[src/rtl/lt_pkg.sv]
`timescale 1ns/1ps
package lt_pkg;

  localparam int REG_AW = 3;

  // Word index of each register on the port.
  typedef enum logic [REG_AW-1:0] {
    RA_TICK  = 3'd0,
    RA_ICNT  = 3'd1,
    RA_CTRL  = 3'd2,
    RA_ISTAT = 3'd3,
    RA_IEN   = 3'd4,
    RA_WSTAT = 3'd5
  } reg_addr_e;

  // Control word, bit 0 at the bottom.
  typedef struct packed {
    logic interval;   // bit 2
    logic intr_run;   // bit 1
    logic tick_run;   // bit 0
  } ctrl_t;

  localparam int CTRL_W = $bits(ctrl_t);

endpackage

[src/rtl/lt_wr_sync.sv]
`timescale 1ns/1ps
// Holds one register write and releases it LAT clocks later.
module lt_wr_sync #(
  parameter int DW  = 32,
  parameter int LAT = 3
) (
  input  logic          clk,
  input  logic          rst_n,
  input  logic          wr_i,
  input  logic [DW-1:0] data_i,
  output logic          apply_o,
  output logic [DW-1:0] data_o
);

  logic          pend_q, pend_d;
  logic [DW-1:0] dat_q, dat_d;
  logic          last;

  generate
    if (LAT > 1) begin : g_count
      localparam int CW = $clog2(LAT);
      logic [CW-1:0] cnt_q, cnt_d;

      always_comb begin
        cnt_d = cnt_q;
        if (wr_i)                        cnt_d = CW'(LAT - 1);
        else if (pend_q && cnt_q != '0)  cnt_d = cnt_q - 1'b1;
      end

      always_ff @(posedge clk or negedge rst_n) begin
        if (!rst_n) cnt_q <= '0;
        else        cnt_q <= cnt_d;
      end

      assign last = (cnt_q == '0);
    end else begin : g_direct
      assign last = 1'b1;
    end
  endgenerate

  // A fresh write restarts the wait and replaces the held value.
  assign apply_o = pend_q && last && !wr_i;

  always_comb begin
    pend_d = pend_q;
    dat_d  = dat_q;
    if (wr_i) begin
      pend_d = 1'b1;
      dat_d  = data_i;
    end else if (apply_o) begin
      pend_d = 1'b0;
    end
  end

  always_ff @(posedge clk or negedge rst_n) begin
    if (!rst_n) begin
      pend_q <= 1'b0;
      dat_q  <= '0;
    end else begin
      pend_q <= pend_d;
      if (wr_i) dat_q <= dat_d;
    end
  end

  assign data_o = dat_q;

  p_pend_after_write_r2: assert property (@(posedge clk) disable iff (!rst_n)
    wr_i |=> pend_q);

endmodule

[src/rtl/lt_prescaler.sv]
`timescale 1ns/1ps
// First stage: one tick every buf_i+1 clocks while running.
module lt_prescaler #(
  parameter int TW = 32
) (
  input  logic          clk,
  input  logic          rst_n,
  input  logic          run_i,
  input  logic          start_i,
  input  logic [TW-1:0] buf_i,
  output logic          tick_o
);

  logic [TW-1:0] cnt_q, cnt_d;
  logic          cnt_en;

  assign tick_o = run_i && !start_i && (cnt_q == '0);
  assign cnt_en = start_i || run_i;

  always_comb begin
    cnt_d = cnt_q;
    if (start_i)          cnt_d = buf_i;
    else if (tick_o)      cnt_d = buf_i;
    else if (run_i)       cnt_d = cnt_q - 1'b1;
  end

  always_ff @(posedge clk or negedge rst_n) begin
    if (!rst_n)      cnt_q <= '0;
    else if (cnt_en) cnt_q <= cnt_d;
  end

  p_frozen_r11: assert property (@(posedge clk) disable iff (!rst_n)
    (!run_i && !start_i) |=> $stable(cnt_q));

endmodule

[src/rtl/lt_intr_counter.sv]
`timescale 1ns/1ps
// Second stage: counts ticks down and flags expiry.
module lt_intr_counter #(
  parameter int CW = 31
) (
  input  logic          clk,
  input  logic          rst_n,
  input  logic          run_i,
  input  logic          start_i,
  input  logic          tick_i,
  input  logic          interval_i,
  input  logic          upd_i,
  input  logic [CW-1:0] upd_val_i,
  output logic [CW-1:0] buf_o,
  output logic          expire_o
);

  localparam logic [CW-1:0] ONE = CW'(1);

  logic [CW-1:0] buf_q, buf_d;
  logic [CW-1:0] cnt_q, cnt_d;
  logic          step;

  assign step     = run_i && tick_i && !upd_i && !start_i && (cnt_q != '0);
  assign expire_o = step && (cnt_q == ONE);

  always_comb begin
    buf_d = upd_i ? upd_val_i : buf_q;
    cnt_d = cnt_q;
    if (upd_i)           cnt_d = upd_val_i;
    else if (start_i)    cnt_d = buf_q;
    else if (expire_o)   cnt_d = interval_i ? buf_q : '0;
    else if (step)       cnt_d = cnt_q - 1'b1;
  end

  always_ff @(posedge clk or negedge rst_n) begin
    if (!rst_n) begin
      buf_q <= '0;
      cnt_q <= '0;
    end else begin
      if (upd_i)                           buf_q <= buf_d;
      if (upd_i || start_i || step)        cnt_q <= cnt_d;
    end
  end

  assign buf_o = buf_q;

  p_freeze_r10: assert property (@(posedge clk) disable iff (!rst_n)
    (!run_i && !start_i && !upd_i) |=> $stable(cnt_q));

  p_halt_r8: assert property (@(posedge clk) disable iff (!rst_n)
    (expire_o && !interval_i) |=> (cnt_q == '0));

  p_reload_r7: assert property (@(posedge clk) disable iff (!rst_n)
    (expire_o && interval_i) |=> (cnt_q == $past(buf_q)));

endmodule

[src/rtl/lt_tick_timer.sv]
`timescale 1ns/1ps
module lt_tick_timer
  import lt_pkg::*;
#(
  parameter int DATA_W = 32,
  parameter int TICK_W = 32,
  parameter int WR_LAT = 3
) (
  input  logic              clk,
  input  logic              rst_n,
  input  logic              reg_wr_i,
  input  logic [REG_AW-1:0] reg_addr_i,
  input  logic [DATA_W-1:0] reg_wdata_i,
  output logic [DATA_W-1:0] reg_rdata_o,
  output logic              irq_o
);

  localparam int ICNT_W = DATA_W - 1;

  // Write decode
  logic wr_tick, wr_icnt, wr_ctrl, wr_ist, wr_ien, wr_ws;
  assign wr_tick = reg_wr_i && (reg_addr_i == RA_TICK);
  assign wr_icnt = reg_wr_i && (reg_addr_i == RA_ICNT);
  assign wr_ctrl = reg_wr_i && (reg_addr_i == RA_CTRL);
  assign wr_ist  = reg_wr_i && (reg_addr_i == RA_ISTAT);
  assign wr_ien  = reg_wr_i && (reg_addr_i == RA_IEN);
  assign wr_ws   = reg_wr_i && (reg_addr_i == RA_WSTAT);

  // Delayed-apply paths
  logic              ap_tick, ap_icnt, ap_ctrl;
  logic [TICK_W-1:0] tick_new;
  logic [DATA_W-1:0] icnt_raw;
  logic [CTRL_W-1:0] ctrl_raw;

  lt_wr_sync #(.DW(TICK_W), .LAT(WR_LAT)) u_sync_tick (
    .clk(clk), .rst_n(rst_n), .wr_i(wr_tick),
    .data_i(reg_wdata_i[TICK_W-1:0]), .apply_o(ap_tick), .data_o(tick_new));

  lt_wr_sync #(.DW(DATA_W), .LAT(WR_LAT)) u_sync_icnt (
    .clk(clk), .rst_n(rst_n), .wr_i(wr_icnt),
    .data_i(reg_wdata_i), .apply_o(ap_icnt), .data_o(icnt_raw));

  lt_wr_sync #(.DW(CTRL_W), .LAT(WR_LAT)) u_sync_ctrl (
    .clk(clk), .rst_n(rst_n), .wr_i(wr_ctrl),
    .data_i(reg_wdata_i[CTRL_W-1:0]), .apply_o(ap_ctrl), .data_o(ctrl_raw));

  // Architectural registers
  logic [TICK_W-1:0] tick_buf_q, tick_buf_d;
  ctrl_t             ctrl_q, ctrl_d, ctrl_new;
  logic              ist_q, ist_d;
  logic              ien_q, ien_d;
  logic [2:0]        ws_q, ws_d, ws_set, ws_clr;   // {ctrl, reload, prescale}

  logic tick_start, intr_start, icnt_upd;
  logic tick, expire;
  logic [ICNT_W-1:0] icnt_buf;

  assign ctrl_new   = ctrl_t'(ctrl_raw);
  assign tick_start = ap_ctrl && ctrl_new.tick_run && !ctrl_q.tick_run;
  assign intr_start = ap_ctrl && ctrl_new.intr_run && !ctrl_q.intr_run;
  assign icnt_upd   = ap_icnt && icnt_raw[DATA_W-1];

  lt_prescaler #(.TW(TICK_W)) u_pre (
    .clk(clk), .rst_n(rst_n), .run_i(ctrl_q.tick_run), .start_i(tick_start),
    .buf_i(tick_buf_q), .tick_o(tick));

  lt_intr_counter #(.CW(ICNT_W)) u_icnt (
    .clk(clk), .rst_n(rst_n), .run_i(ctrl_q.intr_run), .start_i(intr_start),
    .tick_i(tick), .interval_i(ctrl_q.interval), .upd_i(icnt_upd),
    .upd_val_i(icnt_raw[ICNT_W-1:0]), .buf_o(icnt_buf), .expire_o(expire));

  // Next-state
  always_comb begin
    tick_buf_d = ap_tick ? tick_new : tick_buf_q;
    ctrl_d     = ap_ctrl ? ctrl_new : ctrl_q;
    ist_d      = expire | (ist_q & ~(wr_ist & reg_wdata_i[0]));
    ien_d      = wr_ien ? reg_wdata_i[0] : ien_q;
    ws_set     = {ap_ctrl, ap_icnt, ap_tick};
    ws_clr     = wr_ws ? {reg_wdata_i[3], reg_wdata_i[1], reg_wdata_i[0]} : 3'b000;
    ws_d       = ws_set | (ws_q & ~ws_clr);
  end

  // Registers
  always_ff @(posedge clk or negedge rst_n) begin
    if (!rst_n) begin
      tick_buf_q <= '0;
      ctrl_q     <= '0;
      ist_q      <= 1'b0;
      ien_q      <= 1'b0;
      ws_q       <= '0;
    end else begin
      if (ap_tick)            tick_buf_q <= tick_buf_d;
      if (ap_ctrl)            ctrl_q     <= ctrl_d;
      if (expire || wr_ist)   ist_q      <= ist_d;
      if (wr_ien)             ien_q      <= ien_d;
      if (wr_ws || (|ws_set)) ws_q       <= ws_d;
    end
  end

  assign irq_o = ist_q & ien_q;

  // Read mux
  always_comb begin
    reg_rdata_o = '0;
    case (reg_addr_e'(reg_addr_i))
      RA_TICK:  reg_rdata_o = DATA_W'(tick_buf_q);
      RA_ICNT:  reg_rdata_o = DATA_W'(icnt_buf);
      RA_CTRL:  reg_rdata_o = DATA_W'(ctrl_q);
      RA_ISTAT: reg_rdata_o = DATA_W'(ist_q);
      RA_IEN:   reg_rdata_o = DATA_W'(ien_q);
      RA_WSTAT: reg_rdata_o = DATA_W'({ws_q[2], 1'b0, ws_q[1:0]});
      default:  reg_rdata_o = '0;
    endcase
  end

  p_ws_after_apply_r2: assert property (@(posedge clk) disable iff (!rst_n)
    ap_ctrl |=> ws_q[2]);

  p_ws_hold_r3: assert property (@(posedge clk) disable iff (!rst_n)
    (ws_q[0] && !wr_ws) |=> ws_q[0]);

  p_status_sticky_r9: assert property (@(posedge clk) disable iff (!rst_n)
    (ist_q && !wr_ist) |=> ist_q);

  p_no_tick_when_off_r11: assert property (@(posedge clk) disable iff (!rst_n)
    !ctrl_q.tick_run |-> !tick);

endmodule

[config.mk]
export PLATFORM = sky130hd
export DESIGN_NAME = lt_tick_timer
export DESIGN_NICKNAME = d
export VERILOG_FILES = /design/src/rtl/lt_pkg.sv /design/src/rtl/lt_wr_sync.sv /design/src/rtl/lt_prescaler.sv /design/src/rtl/lt_intr_counter.sv /design/src/rtl/lt_tick_timer.sv
export SDC_FILE = /design/constraint.sdc
export NUM_CORES = 1
export LEC_CHECK = 0
export BUFFER_PORTS_ARGS = -buffer_cell sky130_fd_sc_hd__buf_2
export CORE_MARGIN = 3
export CORE_UTILIZATION = 55
export CTS_CLUSTER_SIZE = 20
export DETAILED_ROUTE_END_ITERATION = 7
export HOLD_SLACK_MARGIN = 0.08
export PLACE_DENSITY = 0.85
export SYNTH_ARGS = -nofsm -noshare
export SYNTH_HDL_FRONTEND = slang
export SYNTH_SLANG_ARGS = --single-unit
[constraint.sdc]
create_clock -name clk -period 3.02 [get_ports clk]
set_clock_uncertainty 0.05 [all_clocks]
set_input_delay 0 -clock clk [delete_from_list [all_inputs] [get_ports clk]]
set_output_delay 0 -clock clk [all_outputs]
set_load 0.01 [all_outputs]
==> flow_metrics.env, run 1 <==
export IMPL_die_h_um=146
export IMPL_max_clock_freq_mhz=333
export IMPL_dp_cells=1537
export IMPL_postCtsSetupRepairBufs=0
export IMPL_synth_simple_gate_area_share=0.242
export IMPL_grt_total_usage=0.320
export IMPL_place_congestion=0.955
export IMPL_slew_violations=0
export IMPL_cts_buffers=22
export IMPL_wl_per_cell_um=21.5
export IMPL_syn_cell_area_sq_um=10800
export IMPL_yosysUniqueCellTypes=69
export IMPL_vias_per_cell=6.46
export IMPL_hp_class="input pin to asynchronous set/reset pin"
export IMPL_synth_area_per_cell_sq_um=8.92
export IMPL_synthAdderAreaFrac=0.00810
export IMPL_critPathMaxFanout=2
export IMPL_row_count=50
export IMPL_io_pins=71
export IMPL_yosysSeqAreaShare=0.486
export IMPL_coreArea_sq_um=19000
export IMPL_rsz0062_at_grt="true"
export IMPL_final_cells=1614
export IMPL_die_w_um=146
export IMPL_netlist_instances=1212
export IMPL_grt_pass1_wl_mm=55.6
export IMPL_ys_seq_elements=210
export IMPL_tightestPinTransition_ns=0.776
export IMPL_status="complete, no violations"
export IMPL_max_cap_violations=0
export IMPL_start_util=0.569
export IMPL_ir_worst_vdd_v=0.000543
export IMPL_clockRootBuffer="clkbuf_16"
export IMPL_critical_path_class="flop to flop"
export IMPL_gr_total_overflow=0
export IMPL_synth_xor_area_frac=0.0178
export IMPL_setup_viol_count_final=0
export IMPL_first_pass_iters=6
export IMPL_diodes=0
export IMPL_vias=10400
export IMPL_dr_wl_met2_mm=15.7
export IMPL_drive_gt1_frac=0.177
export IMPL_wl_met3_mm=3.38
export IMPL_synth_flop_cell="dfrtp_1"
export IMPL_synthArstFlopShare=1.00
export IMPL_synth_warnings=0
export IMPL_relSlewSlack=0.482
export IMPL_synth_edff_count=0
export IMPL_synth_nets=1257
export IMPL_hpwl_mm=23.3
export IMPL_clockBufferDepth=3
export IMPL_cts_sinks=210
export IMPL_met1_length_mm=13.9
export IMPL_final_cell_mix="nand2_1 (345), dfrtp_1 (210), buf_2 (69), buf_4 (66), nor2_1 (49)"
export IMPL_wirelength_mm=34.7
export IMPL_period_needed_ns=3.00
export IMPL_final_common_cell="nand2_1"
export IMPL_grt_pass1_vias=10200
export IMPL_crit_required_ns=3.37
export IMPL_tns_ns=0
export IMPL_power_density_nw_per_um2=846
export IMPL_nets=1383
export IMPL_clkTransAtPathRegs_ns=0.07
export IMPL_p_leak_nw=6.19
export IMPL_insertion_delay_ns=0.51
export IMPL_placed_cell_area_sq_um=11800
export IMPL_synth_top_family_by_area="simple AND/OR/NAND/NOR gates"
export IMPL_antenna_found_initial=0
export IMPL_final_hold_viol_count=0
export IMPL_synth_compound_area_share=0.157
export IMPL_finalInstanceArea_sq_um=12900
export IMPL_endpoint_kind="flop"
export IMPL_initialDrtViolationCount=1210
export IMPL_whs_ns=0.0715
export IMPL_port_buffers=70
export IMPL_worstPathArrival_ns=3.36
export IMPL_htreeDepth=1
export IMPL_dieArea_sq_um=21400
export IMPL_dp_slack_ns=0.0196
export IMPL_ant_nets=0
export IMPL_worstSetupStartpointType="flop"
export IMPL_drcViolationCount=0
export IMPL_area_delta_synth_final_pct=19.6
export IMPL_grt_max_degree=91
export IMPL_synthMuxAreaShare=0.0531
export IMPL_setup_ws_ns=0.0159
export IMPL_cts_tree="yes"
export IMPL_highest_layer="met4"
export IMPL_final_min_period_over_clock_period=0.995
[per-layer routing]
| metal | global-route usage | up-vias |
|---|---|---|
| li1 | - | 4559 |
| met1 | 0.441 | 5074 |
| met2 | 0.506 | 668 |
| met3 | 0.0531 | 129 |
| met4 | 0.136 | 0 |
| met5 | 0 | - |
[cell type report]
class / count / area (sq um)
fillers: 1424 / 6080
multi-input cells: 900 / 5230
well taps: 260 / 325
clock inverters: 13 / 101
repair buffers: 177 / 1310
clock buffers: 27 / 621
inverters: 27 / 101
flip-flops and latches: 210 / 5260
[synth_stat cells (19+ instances only)]
| cell | number | area share |
|---|---|---|
| clkbuf_1 | 67 | 0.023 |
| a22o_1 | 31 | 0.025 |
| nand4_1 | 19 | 0.011 |
| a21oi_1 | 47 | 0.022 |
| mux2_2 | 41 | 0.043 |
| nand2_1 | 345 | 0.12 |
| nor4_1 | 30 | 0.017 |
| nor3_1 | 33 | 0.015 |
| dfrtp_1 | 210 | 0.49 |
| nor2_1 | 52 | 0.018 |
| inv_1 | 27 | 0.0094 |
| nand3_1 | 21 | 0.0097 |
| o21ai_0 | 40 | 0.019 |
[final timing paths]
path                                                   start                                  to  slack (ns)  cells past startpoint
hold / removal                                         rst_n  u_sync_icnt.data_o[19]$_DFFE_PN0P_        0.07                      2
max in group asynchronous                              rst_n           tick_buf_q[0]$_DFFE_PN0P_        1.88                      3
hold reg to reg            u_sync_tick.data_o[8]$_DFFE_PN0P_   u_sync_tick.data_o[8]$_DFFE_PN0P_        0.42                      2
setup / recovery                 u_pre.cnt_q[31]$_DFFE_PN0P_        u_icnt.cnt_q[20]$_DFFE_PN0P_        0.02                      6
min in group clk                              reg_wdata_i[5]   u_sync_icnt.data_o[5]$_DFFE_PN0P_        0.20                      4
setup reg to reg                 u_pre.cnt_q[31]$_DFFE_PN0P_        u_icnt.cnt_q[20]$_DFFE_PN0P_        0.02                      6
[report_power, final]
part	switching (W)	internal, W
clock network	0.00117	0.00155
logic	0.00184	0.00157
registers	0.00108	0.00373
[logic make-up (layout without fill, tap and decap cells)]
logic type / Yosys count / count (layout)
simple gates: 574 / 574
flops: 210 / 210
xor+xnor: 22 / 22
mux: 51 / 51
buf+inv: 102 / 244
compound gates: 246 / 246
fa+ha+maj: 7 / 7
[sequential cells by signal, summed over array words and instances, names as in the netlist]
name and cells:
ctrl_q 3, ien_q 1, ist_q 1, tick_buf_q 32
u_icnt.buf_o 31, u_icnt.cnt_q 31, u_pre.cnt_q 32, u_sync_ctrl.data_o 3
u_sync_ctrl.g_count.cnt_q 2, u_sync_ctrl.pend_q 1, u_sync_icnt.data_o 32, u_sync_icnt.g_count.cnt_q 2
u_sync_icnt.pend_q 1, u_sync_tick.data_o 32, u_sync_tick.g_count.cnt_q 2, u_sync_tick.pend_q 1
ws_q 3
[timing repair]
| action | 4_1_cts | 5_1_grt |
|---|---|---|
| hold buffers | 37 | 0 |
| resized for setup | 0 | 3 |
| setup endpoints to repair | 0 | 5 |
| endpoints found under the hold margin | 229 | 0 |
[per-stage QoR]
step,utilization,power (W)
global placement,0.622,0.00790
global route,0.680,0.0115
CTS,0.680,0.0108
floorplan,-,0.00670
detailed placement,0.622,0.00807
finish,0.680,0.0109
[worst max-delay path: stages, from the launching register on]
cell	delay, ns
dfrtp_1	0.39
or4_4	0.54
or4_4	0.56
or4_4	0.51
or4_4	0.53
xnor2_1	0.14
a22o_1	0.18
Note: power is estimated with default switching activity, not from simulation.
==> inputs of run 2 (changes only) <==
--- a/config.mk
+++ b/config.mk
@@ -6,12 +6,12 @@
 export NUM_CORES = 1
 export LEC_CHECK = 0
 export BUFFER_PORTS_ARGS = -buffer_cell sky130_fd_sc_hd__buf_2
-export CORE_MARGIN = 3
+export CORE_MARGIN = 8
 export CORE_UTILIZATION = 55
 export CTS_CLUSTER_SIZE = 20
 export DETAILED_ROUTE_END_ITERATION = 7
 export HOLD_SLACK_MARGIN = 0.08
-export PLACE_DENSITY = 0.85
+export PLACE_DENSITY = 0.76
 export SYNTH_ARGS = -nofsm -noshare
 export SYNTH_HDL_FRONTEND = slang
 export SYNTH_SLANG_ARGS = --single-unit
==> flow_metrics.env, run 2 (same netlist as run 1, synthesis figures left out) <==
export IMPL_power_switching_w=0.00406
export IMPL_final_cells=1630
export IMPL_grt_total_usage=0.288
export IMPL_first_pass_iters=5
export IMPL_final_hold_viol_count=0
export IMPL_endpoint_kind="flop"
export IMPL_fillers=1557
export IMPL_wirelength_mm=34.7
export IMPL_hp_class="input pin to flop"
export IMPL_p_leak_nw=6.23
export IMPL_dp_cells=1550
export IMPL_grt_max_degree=57
export IMPL_place_congestion=0.942
export IMPL_power_density_nw_per_um2=840
export IMPL_row_count=51
export IMPL_htreeDepth=1
export IMPL_crit_required_ns=3.37
export IMPL_seq_area_sq_um=5260
export IMPL_p_comb_frac=0.313
export IMPL_clockBufferDepth=3
export IMPL_relSlewSlack=0.436
export IMPL_crit_top_cell="or4_4"
export IMPL_crit_path_max_incr_delay_ns=0.56
export IMPL_clkTransAtPathRegs_ns=0.06
export IMPL_vias_per_cell=6.22
export IMPL_diodes=0
export IMPL_grt_pass1_wl_mm=55.4
export IMPL_cts_sinks=210
export IMPL_power_share_clock=0.249
export IMPL_placed_cell_area_sq_um=11900
export IMPL_grt_pass1_vias=9913
export IMPL_coreArea_sq_um=19400
export IMPL_drive_gt1_frac=0.182
export IMPL_worstSetupStartpointType="flop"
export IMPL_initialDrtViolationCount=947
export IMPL_wl_per_cell_um=21.3
export IMPL_p_seq_frac=0.438
export IMPL_final_min_period_over_clock_period=0.967
export IMPL_insertion_delay_ns=0.52
export IMPL_postCtsSetupRepairBufs=0
export IMPL_area_delta_synth_final_pct=20.7
export IMPL_crit_path_cell_trace="or4_4, or4_4, or4_4, or4_4, xnor2_1, a22o_1"
export IMPL_worstPathArrival_ns=3.27
export IMPL_critPathMaxFanout=2
export IMPL_critical_path_class="flop to flop"
export IMPL_critPathSlowestCell="or4_4"
export IMPL_io_pins=71
export IMPL_final_common_cell="nand2_1"
export IMPL_cts_buffers=23
export IMPL_max_cap_violations=0
export IMPL_dieArea_sq_um=24400
export IMPL_p_int_w=0.00689
export IMPL_multi_input_area_sq_um=5250
export IMPL_antenna_found_initial=0
export IMPL_die_h_um=156
export IMPL_cts_tree="yes"
export IMPL_cp_top_family="simple AND/OR/NAND/NOR gates"
export IMPL_cp_num_buf_inv=0
export IMPL_clockRootBuffer="clkbuf_16"
export IMPL_final_cell_mix="nand2_1 (345), dfrtp_1 (210), buf_4 (76), buf_2 (69), nor2_1 (49)"
export IMPL_slew_violations=0
export IMPL_die_w_um=156
export IMPL_port_buffers=70
export IMPL_tightestPinTransition_ns=0.845
export IMPL_period_needed_ns=2.92
export IMPL_gr_total_overflow=0
export IMPL_hpwl_mm=23.7
export IMPL_max_clock_freq_mhz=342
export IMPL_finalInstanceArea_sq_um=13000
export IMPL_nets=1395
export IMPL_ant_nets=0
export IMPL_ir_worst_vdd_v=0.000639
export IMPL_drcViolationCount=0
export IMPL_swShare=0.371
export IMPL_rsz0062_at_grt="false"
export IMPL_setup_viol_count_final=0
export IMPL_vias=10100
export IMPL_start_util=0.557
export IMPL_status="complete, no violations"
run 2: area by class of cell:
type | count | area share
multi-input cells | 900 | 0.403
flip-flops and latches | 210 | 0.403
well taps | 265 | 0.0254
inverters | 27 | 0.00777
clock buffers | 32 | 0.0490
clock inverters | 8 | 0.00614
repair buffers | 188 | 0.106
run 2: worst paths after layout:
check,start,end,slack [ns],cells past startpoint
max in group asynchronous,rst_n,u_pre.cnt_q[10]$_DFFE_PN0P_,1.80,4
max,u_pre.cnt_q[27]$_DFFE_PN0P_,u_icnt.cnt_q[20]$_DFFE_PN0P_,0.1,6
min reg2reg,u_sync_tick.data_o[26]$_DFFE_PN0P_,u_sync_tick.data_o[26]$_DFFE_PN0P_,0.42,2
min in group asynchronous,rst_n,u_icnt.buf_o[30]$_DFFE_PN0P_,0.45,3
max reg2reg,u_pre.cnt_q[27]$_DFFE_PN0P_,u_icnt.cnt_q[20]$_DFFE_PN0P_,0.1,6
min,reg_wdata_i[11],u_sync_icnt.data_o[11]$_DFFE_PN0P_,0.20,4
run 2: what timing repair did:
| action | in CTS | in global routing |
|---|---|---|
| hold endpoints to repair | 260 | 0 |
| setup endpoints to repair | 0 | 5 |
| hold buffers | 40 | 0 |
| resized for setup | 0 | 7 |
run 2: worst min-delay path: cells and delay by family:
kind	cells	cell delay (ns)
buf+inv	2	0.63
simple gates	2	0.10
run 2: layer usage:
layer  track usage  part of all wire
met5             0                 0
met4         0.144             0.055
met3        0.0425             0.074
met2         0.452              0.45
met1         0.384              0.42
run 2: power groups by stage:
stage               clock [W]  sequential, W  combinational, W
floorplan                   0        0.00436           0.00235
global placement            0        0.00475           0.00323
detailed placement          0        0.00478           0.00332
CTS                   0.00275        0.00475           0.00338
global route          0.00287        0.00488           0.00380
finish                0.00272        0.00480           0.00343
run 2: stage by stage:
stage	total power [W]	hold WS, ns	setup slack [ns]	setup TNS [ns]	utilization
final	0.0110	0.204	0.0998	0	0.673
after global routing	0.0116	0.217	0.0549	0	0.673
after CTS	0.0109	0.184	0.00950	0	0.671
after detailed placement	0.00810	0.0335	0.0201	0	0.612
after global placement	0.00798	0.0337	0.0272	0	0.612
after floorplan	0.00670	-0.346	-0.0665	-0.0665	-
==> inputs of run 3 (changes only) <==
==> constraint.sdc (replaced) <==
create_clock -name clk -period 3.02 [get_ports clk]
set_clock_uncertainty 0.05 [all_clocks]
set_input_delay 0.453 -clock clk [delete_from_list [all_inputs] [get_ports clk]]
set_output_delay 0.453 -clock clk [all_outputs]
set_load 0.01 [all_outputs]
==> flow_metrics.env, run 3 (same netlist as run 1, synthesis figures left out) <==
export IMPL_status="complete, no violations"
export IMPL_wl_per_cell_um=21.0
export IMPL_endpoint_kind="flop"
export IMPL_diodes=0
export IMPL_setup_viol_count_final=0
export IMPL_worstPathArrival_ns=3.35
export IMPL_crit_required_ns=3.37
export IMPL_wirelength_mm=33.5
export IMPL_hpwl_mm=23.9
export IMPL_finalInstanceArea_sq_um=12700
export IMPL_rsz0062_at_grt="true"
export IMPL_power_density_nw_per_um2=863
export IMPL_die_w_um=156
export IMPL_relSlewSlack=0.346
export IMPL_gr_total_overflow=0
export IMPL_hp_class="input pin to flop"
export IMPL_port_buffers=70
export IMPL_tightestPinTransition_ns=0.981
export IMPL_final_hold_viol_count=0
export IMPL_slew_violations=0
export IMPL_worstSetupStartpointType="flop"
export IMPL_coreArea_sq_um=19400
export IMPL_postCtsSetupRepairBufs=0
export IMPL_place_congestion=0.962
export IMPL_area_delta_synth_final_pct=17.3
export IMPL_fillers=1620
export IMPL_grt_pass1_vias=9669
export IMPL_dieArea_sq_um=24400
export IMPL_clkTransAtPathRegs_ns=0.06
export IMPL_insertion_delay_ns=0.52
export IMPL_clockRootBuffer="clkbuf_16"
export IMPL_grt_pass1_wl_mm=53.3
export IMPL_first_pass_iters=5
export IMPL_p_leak_nw=6.10
export IMPL_start_util=0.557
export IMPL_ir_worst_vdd_v=0.000696
export IMPL_vias=9909
export IMPL_ant_nets=0
export IMPL_grt_total_usage=0.278
export IMPL_die_h_um=156
export IMPL_critical_path_class="flop to flop"
export IMPL_cts_tree="yes"
export IMPL_cts_buffers=23
export IMPL_initialDrtViolationCount=1091
export IMPL_critPathMaxFanout=2
export IMPL_nets=1360
export IMPL_max_cap_violations=0
export IMPL_clockBufferDepth=3
export IMPL_row_count=51
export IMPL_htreeDepth=1
export IMPL_p_total_w=0.0109
export IMPL_period_needed_ns=3.00
export IMPL_final_common_cell="nand2_1"
export IMPL_max_clock_freq_mhz=334
export IMPL_grt_max_degree=85
export IMPL_antenna_found_initial=0
export IMPL_vias_per_cell=6.22
export IMPL_placed_cell_area_sq_um=11900
export IMPL_final_cell_mix="nand2_1 (345), dfrtp_1 (210), buf_4 (79), buf_2 (69), nor2_1 (49)"
export IMPL_drive_gt1_frac=0.187
export IMPL_io_pins=71
export IMPL_drcViolationCount=0
export IMPL_cts_sinks=210
export IMPL_final_min_period_over_clock_period=0.993
-- run 3: cell type report --
type / count / area [sq um] / share of cell area
sequential: 210 / 5260 / 0.414
inverter: 27 / 101 / 0.00799
timing repair buffer: 153 / 1020 / 0.0806
clock buffer: 33 / 643 / 0.0507
tap: 265 / 332 / 0.0261
multi-input combinational: 900 / 5240 / 0.413
clock inverter: 6 / 83.8 / 0.00661
-- run 3: stage by stage --
stage          cells  setup WS [ns]  setup TNS [ns]  utilization  hold slack (ns)
3_3_place_gp    1554         0.0197               0        0.615            0.402
2_1_floorplan   1212        -0.0665         -0.0665            -            0.107
5_1_grt         1594        -0.0150         -0.0150        0.654           0.0922
3_5_place_dp    1554       -0.00339        -0.00339        0.615            0.408
6_report        1594         0.0217               0        0.654           0.0992
4_1_cts         1594         0.0118               0        0.653           0.0863
-- run 3: report_power, final --
group	total [W]	switching [W]	leakage [nW]	internal [W]
Sequential	0.00477	0.00103	2.66	0.00373
Clock	0.00277	0.00113	0.358	0.00164
Combinational	0.00341	0.00185	3.08	0.00156
-- run 3: final timing paths --
kind / from / endpoint / slack, ns / cells past startpoint
worst max-delay path: u_pre.cnt_q[31]$_DFFE_PN0P_ / u_icnt.cnt_q[20]$_DFFE_PN0P_ / 0.02 / 6
worst min-delay path: reg_wdata_i[11] / u_sync_tick.data_o[11]$_DFFE_PN0P_ / 0.1 / 3
worst max register to register: u_pre.cnt_q[31]$_DFFE_PN0P_ / u_icnt.cnt_q[20]$_DFFE_PN0P_ / 0.02 / 6
worst min register to register: u_sync_tick.data_o[20]$_DFFE_PN0P_ / u_sync_tick.data_o[20]$_DFFE_PN0P_ / 0.42 / 2
max in group asynchronous: rst_n / u_sync_tick.data_o[9]$_DFFE_PN0P_ / 1.64 / 3
min in group asynchronous: rst_n / u_sync_icnt.data_o[19]$_DFFE_PN0P_ / 0.49 / 2
-- run 3: timing repair --
item | in CTS | in global routing
hold endpoints to repair | 80 | 0
endpoints found under the setup margin | 1 | 10
hold buffers | 1 | 0
resized for setup | 1 | 4
pin swaps | 0 | 0
-- run 3: metal layers --
metal / up-vias / wire length [um] / track usage
met2: 465 / 15100 / 0.425
met5: - / 0 / 0
met4: 0 / 1430 / 0.119
met3: 82 / 2670 / 0.0480
li1: 4508 / - / -
met1: 4854 / 14300 / 0.383
-- run 3: worst max-delay path: stages, from the launching register on --
cell and delay (ns):
dfrtp_1 0.38, or4_4 0.53, or4_4 0.56, or4_4 0.51, or4_4 0.52, xnor2_1 0.14
a22o_1 0.18
